==> config.mk <==
export PLATFORM = sky130hd
export DESIGN_NAME = ssc_link_top
export DESIGN_NICKNAME = d
export VERILOG_FILES = /design/src/rtl/ssc_pkg.sv /design/src/rtl/ssc_shift_taps.sv /design/src/rtl/ssc_scrambler.sv /design/src/rtl/ssc_descrambler.sv /design/src/rtl/ssc_link_top.sv
export SDC_FILE = /design/constraint.sdc
export NUM_CORES = 1
export LEC_CHECK = 0
export BUFFER_PORTS_ARGS = -buffer_cell sky130_fd_sc_hd__buf_2
export CAP_MARGIN = 40
export CELL_PAD_IN_SITES_DETAIL_PLACEMENT = 1
export CELL_PAD_IN_SITES_GLOBAL_PLACEMENT = 1
export CORE_AREA = 5 5 42 44
export CTS_CLUSTER_SIZE = 24
export DETAILED_ROUTE_END_ITERATION = 8
export DIE_AREA = 0 0 47 49
export GPL_ROUTABILITY_DRIVEN = 0
export PLACE_DENSITY_LB_ADDON = 0.1
export SYNTH_ARGS = -nofsm -noshare
export SYNTH_HDL_FRONTEND = slang
export SYNTH_HIERARCHICAL = 1
export SYNTH_SLANG_ARGS = --single-unit
==> constraint.sdc <==
create_clock -name clk -period 1.5 [get_ports clk]
set_clock_uncertainty 0.2 [all_clocks]
set_input_delay 0.075 -clock clk [delete_from_list [all_inputs] [get_ports clk]]
set_output_delay 0.075 -clock clk [all_outputs]
set_load 0.02 [all_outputs]
==> src/rtl/ssc_pkg.sv <==
package ssc_pkg;
  localparam int unsigned SSC_STAGES = 4;
  // stages 3 and 4 (bit 2 and bit 3, stage 1 is bit 0)
  localparam logic [SSC_STAGES-1:0] SSC_TAPS = 4'b1100;
endpackage

==> src/rtl/ssc_shift_taps.sv <==
module ssc_shift_taps #(
  parameter int unsigned STAGES = ssc_pkg::SSC_STAGES,
  parameter logic [STAGES-1:0] TAPS = ssc_pkg::SSC_TAPS
) (
  input  logic              clk,
  input  logic              rst,
  input  logic              shift_en,
  input  logic              din,
  output logic              tap_bit,
  output logic [STAGES-1:0] stages
);
  logic [STAGES-1:0] stg_q;

  always_ff @(posedge clk) begin
    if (rst)
      stg_q <= '0;
    else if (shift_en)
      stg_q <= {stg_q[STAGES-2:0], din};
  end

  assign tap_bit = ^(stg_q & TAPS);
  assign stages  = stg_q;

  assert_reset_clears_R1: assert property (@(posedge clk)
    $past(rst) |-> (stg_q == '0));

  assert_hold_without_strobe_R4: assert property (@(posedge clk) disable iff (rst)
    !shift_en |=> $stable(stg_q));
endmodule

==> src/rtl/ssc_scrambler.sv <==
module ssc_scrambler #(
  parameter int unsigned STAGES = ssc_pkg::SSC_STAGES,
  parameter logic [STAGES-1:0] TAPS = ssc_pkg::SSC_TAPS
) (
  input  logic clk,
  input  logic rst,
  input  logic in_valid,
  input  logic in_bit,
  output logic out_valid,
  output logic out_bit
);
  logic              tap;
  logic              mixed;
  logic [STAGES-1:0] stg;

  assign mixed = in_bit ^ tap;

  ssc_shift_taps #(.STAGES(STAGES), .TAPS(TAPS)) u_reg (
    .clk(clk), .rst(rst), .shift_en(in_valid), .din(mixed),
    .tap_bit(tap), .stages(stg)
  );

  always_ff @(posedge clk) begin
    if (rst) begin
      out_valid <= 1'b0;
      out_bit   <= 1'b0;
    end else begin
      out_valid <= in_valid;
      if (in_valid) out_bit <= mixed;
    end
  end

  // scrambled output must be the bit that entered stage 1
  assert_feedback_into_stage1_R3: assert property (@(posedge clk) disable iff (rst)
    out_valid |-> (stg[0] == out_bit));
endmodule

==> src/rtl/ssc_descrambler.sv <==
module ssc_descrambler #(
  parameter int unsigned STAGES = ssc_pkg::SSC_STAGES,
  parameter logic [STAGES-1:0] TAPS = ssc_pkg::SSC_TAPS
) (
  input  logic clk,
  input  logic rst,
  input  logic in_valid,
  input  logic in_bit,
  output logic out_valid,
  output logic out_bit
);
  logic              tap;
  logic [STAGES-1:0] stg;

  ssc_shift_taps #(.STAGES(STAGES), .TAPS(TAPS)) u_reg (
    .clk(clk), .rst(rst), .shift_en(in_valid), .din(in_bit),
    .tap_bit(tap), .stages(stg)
  );

  always_ff @(posedge clk) begin
    if (rst) begin
      out_valid <= 1'b0;
      out_bit   <= 1'b0;
    end else begin
      out_valid <= in_valid;
      if (in_valid) out_bit <= in_bit ^ tap;
    end
  end

  assert_received_bit_loaded_R5: assert property (@(posedge clk) disable iff (rst)
    in_valid |=> (out_valid && (stg[0] == $past(in_bit))));
endmodule

==> src/rtl/ssc_link_top.sv <==
module ssc_link_top #(
  parameter int unsigned STAGES = ssc_pkg::SSC_STAGES,
  parameter logic [STAGES-1:0] TAPS = ssc_pkg::SSC_TAPS
) (
  input  logic clk,
  input  logic rst_scr,
  input  logic rst_dsc,
  input  logic msg_valid,
  input  logic msg_bit,
  input  logic link_flip,
  output logic link_valid,
  output logic link_bit,
  output logic rx_valid,
  output logic rx_bit
);
  logic link_rx;

  ssc_scrambler #(.STAGES(STAGES), .TAPS(TAPS)) u_scr (
    .clk(clk), .rst(rst_scr), .in_valid(msg_valid), .in_bit(msg_bit),
    .out_valid(link_valid), .out_bit(link_bit)
  );

  assign link_rx = link_bit ^ link_flip;

  ssc_descrambler #(.STAGES(STAGES), .TAPS(TAPS)) u_dsc (
    .clk(clk), .rst(rst_dsc), .in_valid(link_valid), .in_bit(link_rx),
    .out_valid(rx_valid), .out_bit(rx_bit)
  );

  assert_scrambler_ignores_rx_reset_R9: assert property (@(posedge clk) disable iff (rst_scr)
    (rst_dsc && msg_valid) |=> link_valid);
endmodule

* Word-level counts from Yosys, hierarchy flattened
Index checks and enable logic that the tools add are counted.
Operators by class: reductions and logical operators 2, bitwise logic cells 3
Operators by type and width (number):
- 4-bit XOR reduction | 2
- 1-bit bitwise XOR | 3
Word-level totals: bits in registers 12, output and inout port bits 4, word-level logic and storage cells 11, input bits 6

* Depth between registers and ports, before layout
depth after elaboration 2, gate-level depth with buffers 5, depth with buffers taken out 5

* By module
The synthesis kept the hierarchy.
By module, submodules not included:
- ssc_shift_taps | area each 148.9 um2, sequential area each 80.1 um2, cells an instance 14, instances 2
- ssc_scrambler | area each 75.1 um2, sequential area each 40.0 um2, cells an instance 7, instances 1
- ssc_descrambler | area each 71.3 um2, sequential area each 40.0 um2, cells an instance 6, instances 1
- ssc_link_top | area each 8.8 um2, sequential area each 0.0 um2, cells an instance 1, instances 1

* Worst setup path after synthesis
Ideal clock, no wire load.
path kind register to register, from reg u_scr.out_bit, to reg u_dsc.out_bit, path buffers 0, setup slack 0.264 ns, data arrival time 0.956 ns, setup time 0.079 ns, data required time 1.221 ns, cell stages (with the launch flop) 4, period minus slack after synthesis 1.236 ns, cells stage by stage dfxtp_1 xor2_1 xnor2_1 a211oi_2
On the way: cells in the longest elaborated chain, start to end 2
RTL lines:
- start, declared | line ssc_scrambler.sv:10 | output logic out_bit
- start signal, assigned | line ssc_scrambler.sv:29 | if (in_valid) out_bit <= mixed;
- 1-bit bitwise XOR | line ssc_link_top.sv:23 | assign link_rx = link_bit ^ link_flip;
- via link_rx | line ssc_link_top.sv:16 | logic link_rx;
- 1-bit bitwise XOR | line ssc_descrambler.sv:26 | if (in_valid) out_bit <= in_bit ^ tap;
- end signal, assigned | line ssc_descrambler.sv:26
- end, declared | line ssc_descrambler.sv:10 | output logic out_bit
The timed path passes the listed nets, and every way through them passes these cells. A chain may end at the register's enable or synchronous reset.

* Final worst setup path
from reg u_scr.u_reg.stg_q[2], in the netlist u_scr/u_reg/stages[2], to reg u_scr.u_reg.stg_q[0], in the netlist u_scr/u_reg/stages[0]
On the way: cells in the longest elaborated chain, start to end 2
RTL lines:
- start, declared | line ssc_shift_taps.sv:12 | logic [STAGES-1:0] stg_q;
- start signal, assigned | line ssc_shift_taps.sv:18 | stg_q <= {stg_q[STAGES-2:0], din};
- 4-bit XOR reduction | line ssc_shift_taps.sv:21 | assign tap_bit = ^(stg_q & TAPS);
- via u_scr.tap | line ssc_scrambler.sv:12 | logic tap;
- 1-bit bitwise XOR | line ssc_scrambler.sv:16 | assign mixed = in_bit ^ tap;
- via u_scr.mixed | line ssc_scrambler.sv:13 | logic mixed;
The timed path passes the listed nets, and every way through them passes these cells.

==> qor.txt <==
Remaining DRCs - 0
GRT Util Overall - 8.61%
Post-CTS resize count - 0
Adder-cell share of the synthesized area - 0%
Via density - 4.38
Clock latency on the worst-skew pair - 0.26 ns
FILL cells - 168
Die span in y - 49 µm
Worst hold path class - in -> reg
RSZ-0062 raised after global routing - no
Worst vdd ir - 473 µV
IO Pins - 10
Area occupied by multi-input gates - 199 µm²
Largest net degree at the start of global routing - 9
Initial core utilization - 32.3%
Largest family of logic cells by synthesized area - multiplexers
Synth Instances - 42
Leak - 0.000270 µW
Clock root cell - clkbuf_4
Routed Antenna Nets - 0
Post-Synth XOR/XNOR Area - 9.67%
Worst EP required - 1.46 ns
Clock sink total - 12
Post-synthesis compound-gate area fraction - 5.52%
Hold WS - 0.0179 ns
Dpl hpwl - 663 µm
Antenna diodes - 0
Share of layout cells above drive strength 1 - 26.3%
CTS tree - done
Chip Width - 47 µm
Setup tns final - 0 ns
CP cell instances - xor2_1 > xnor2_1 > inv_1 > mux2i_1 > nor2_1
Initial DRC Count - 0
Syn. warnings - 6
Flip-flop and latch area - 240 µm²
Post-Synth Simple-Gate Area - 11.0%
Final nets - 64
Initial antenna violation count - 0
TritonCTS Buffers - 3
Fin. Hold Viols - 0
Crit path launch type - register
Sequential fraction of the synthesis area - 53.0%
Commonest cells after routing, fill and taps aside - dfxtp_1, nor2_1, buf_2
Worst path max stage delay - 0.39 ns
Slowest cell on the critical path - dfxtp_1
Most common cell after layout, fill and taps aside - dfxtp_1
CTS max path bufs - 2
DR pass1 iterations - 1
Total gr overflow - 0
Vias in the first global route - 348
WL/cell - 10.8 µm
First-pass GRT wire length - 1440 µm
Worst slew pin tran - 0.354 ns
FP Rows - 14
Placeable Area - 1400 µm²
Final WL - 790 µm
CTS HTree Levels - 1
Power Dens Cells - 1120 nW/µm²
Synthesized flop and latch total - 12
Clock-pin slew on the worst setup and hold paths - 0.07 ns
Area Growth Syn to Fin - 29.0%
Syn_area_per_cell - 10.8 µm²
Full die area - 2300 µm²
CP endpoint kind - register
Syn Nets - 48
Synth Cell Area - 453 µm²
Relative slew slack - 76.4%
CP arrival - 1.30 ns
Tcrit/Tclk final - 89.4%
Mux cell area share after synthesis - 17.7%
Vias - 320
Number of port buffers - 9
Post-CTS setup repair buffer count - 0
Slew Limit Fails - 0
Max Cap Viol - 0
FMAX - 0.746 GHz
Time the worst path needs with I/O delays and setup - 1.34 ns
Status - finished clean
Critical path class - reg -> reg
Final Setup Violations - 0
Critical Path Fanout Max - 3
Post-synthesis cell type count - 9
[worst max-delay path: cells and delay by family (launching register included)]
kind	cells	cell delay, ns
and+or+nand+nor	1	0.05
DFF	1	0.39
xor gates and xnor gates	2	0.40
muxes	1	0.13
buffers and inverters	1	0.07
[flip-flops by register name, summed over array words and instances (netlist names)]
register / flops
u_dsc/u_reg/stages: 4
u_scr/u_reg/stages: 4
u_dsc/out_bit: 1
u_dsc/out_valid: 1
u_scr/out_bit: 1
u_scr/out_valid: 1
[cells in the mapped netlist, drive strengths merged]
| master | n | area, µm² |
|---|---|---|
| mux2i | 8 | 80.1 |
| nor2 | 10 | 37.5 |
| clkbuf | 2 | 10.0 |
| xor2 | 3 | 26.3 |
| nor2b | 2 | 12.5 |
| a211oi | 2 | 25.0 |
| xnor2 | 2 | 17.5 |
| inv | 1 | 3.75 |
| dfxtp | 12 | 240 |
[through the flow]
| step | util, % | cells | area, µm² | setup WS [ns] | power (µW) |
|---|---|---|---|---|---|
| finish | 41.7 | 73 | 584 | 0.159 | 655 |
| global route | 41.7 | 73 | 584 | 0.0250 | 695 |
| CTS | 41.7 | 73 | 584 | 0.143 | 669 |
| detailed placement | 36.3 | 65 | 508 | 0.161 | 411 |
| global placement | 36.3 | 65 | 508 | 0.242 | 407 |
| floorplan | - | 42 | 453 | 0.264 | 387 |
[area by class of cell]
type                       instances  share of cell area [%]
multi-input combinational         27                    34.0
clock buffer                       4                    6.21
sequential                        12                    41.1
inverter                           1                   0.642
tap                               16                    3.43
timing repair buffer              13                    14.6
[routing by layer]
layer | vias up | routed length, µm | track usage [%]
met4 | 0 | 6 | 5.53
met1 | 145 | 307 | 10.2
met3 | 2 | 57 | 2.21
li1 | 165 | - | -
met2 | 8 | 418 | 13.1
met5 | - | 0 | 0
[cell families after synthesis]
group / Yosys count
muxes: 8
AOI/OAI and AO/OA: 2
xor gates and xnor gates: 5
and+or+nand+nor: 12
DFF: 12
buffers and inverters: 3
[worst paths after layout]
check	start	endpoint	slack [ns]	depth (start not counted)
setup / recovery	u_scr/u_reg/stages[2]$_SDFFE_PP0P_	u_scr/u_reg/stages[0]$_SDFFE_PP0P_	0.16	5
hold / removal	link_flip	u_dsc/u_reg/stages[0]$_SDFFE_PP0P_	0.02	4
setup reg to reg	u_scr/u_reg/stages[2]$_SDFFE_PP0P_	u_scr/u_reg/stages[0]$_SDFFE_PP0P_	0.16	5
hold reg to reg	u_scr/u_reg/stages[1]$_SDFFE_PP0P_	u_scr/u_reg/stages[1]$_SDFFE_PP0P_	0.30	2
[power by group]
part / internal, µW / total, µW / leakage, µW / switching (µW)
Combinational: 34.1 / 68.1 / 0.000151 / 33.9
Clock: 147 / 246 / 0.0000210 / 98.9
Sequential: 331 / 341 / 0.0000980 / 10.1
[what timing repair did]
action / 4_1_cts / 5_1_grt
hold endpoints to repair: 12 / 0
setup endpoints to repair: 0 / 0
hold buffers: 4 / 0
Power figures use the tool's default switching activity.
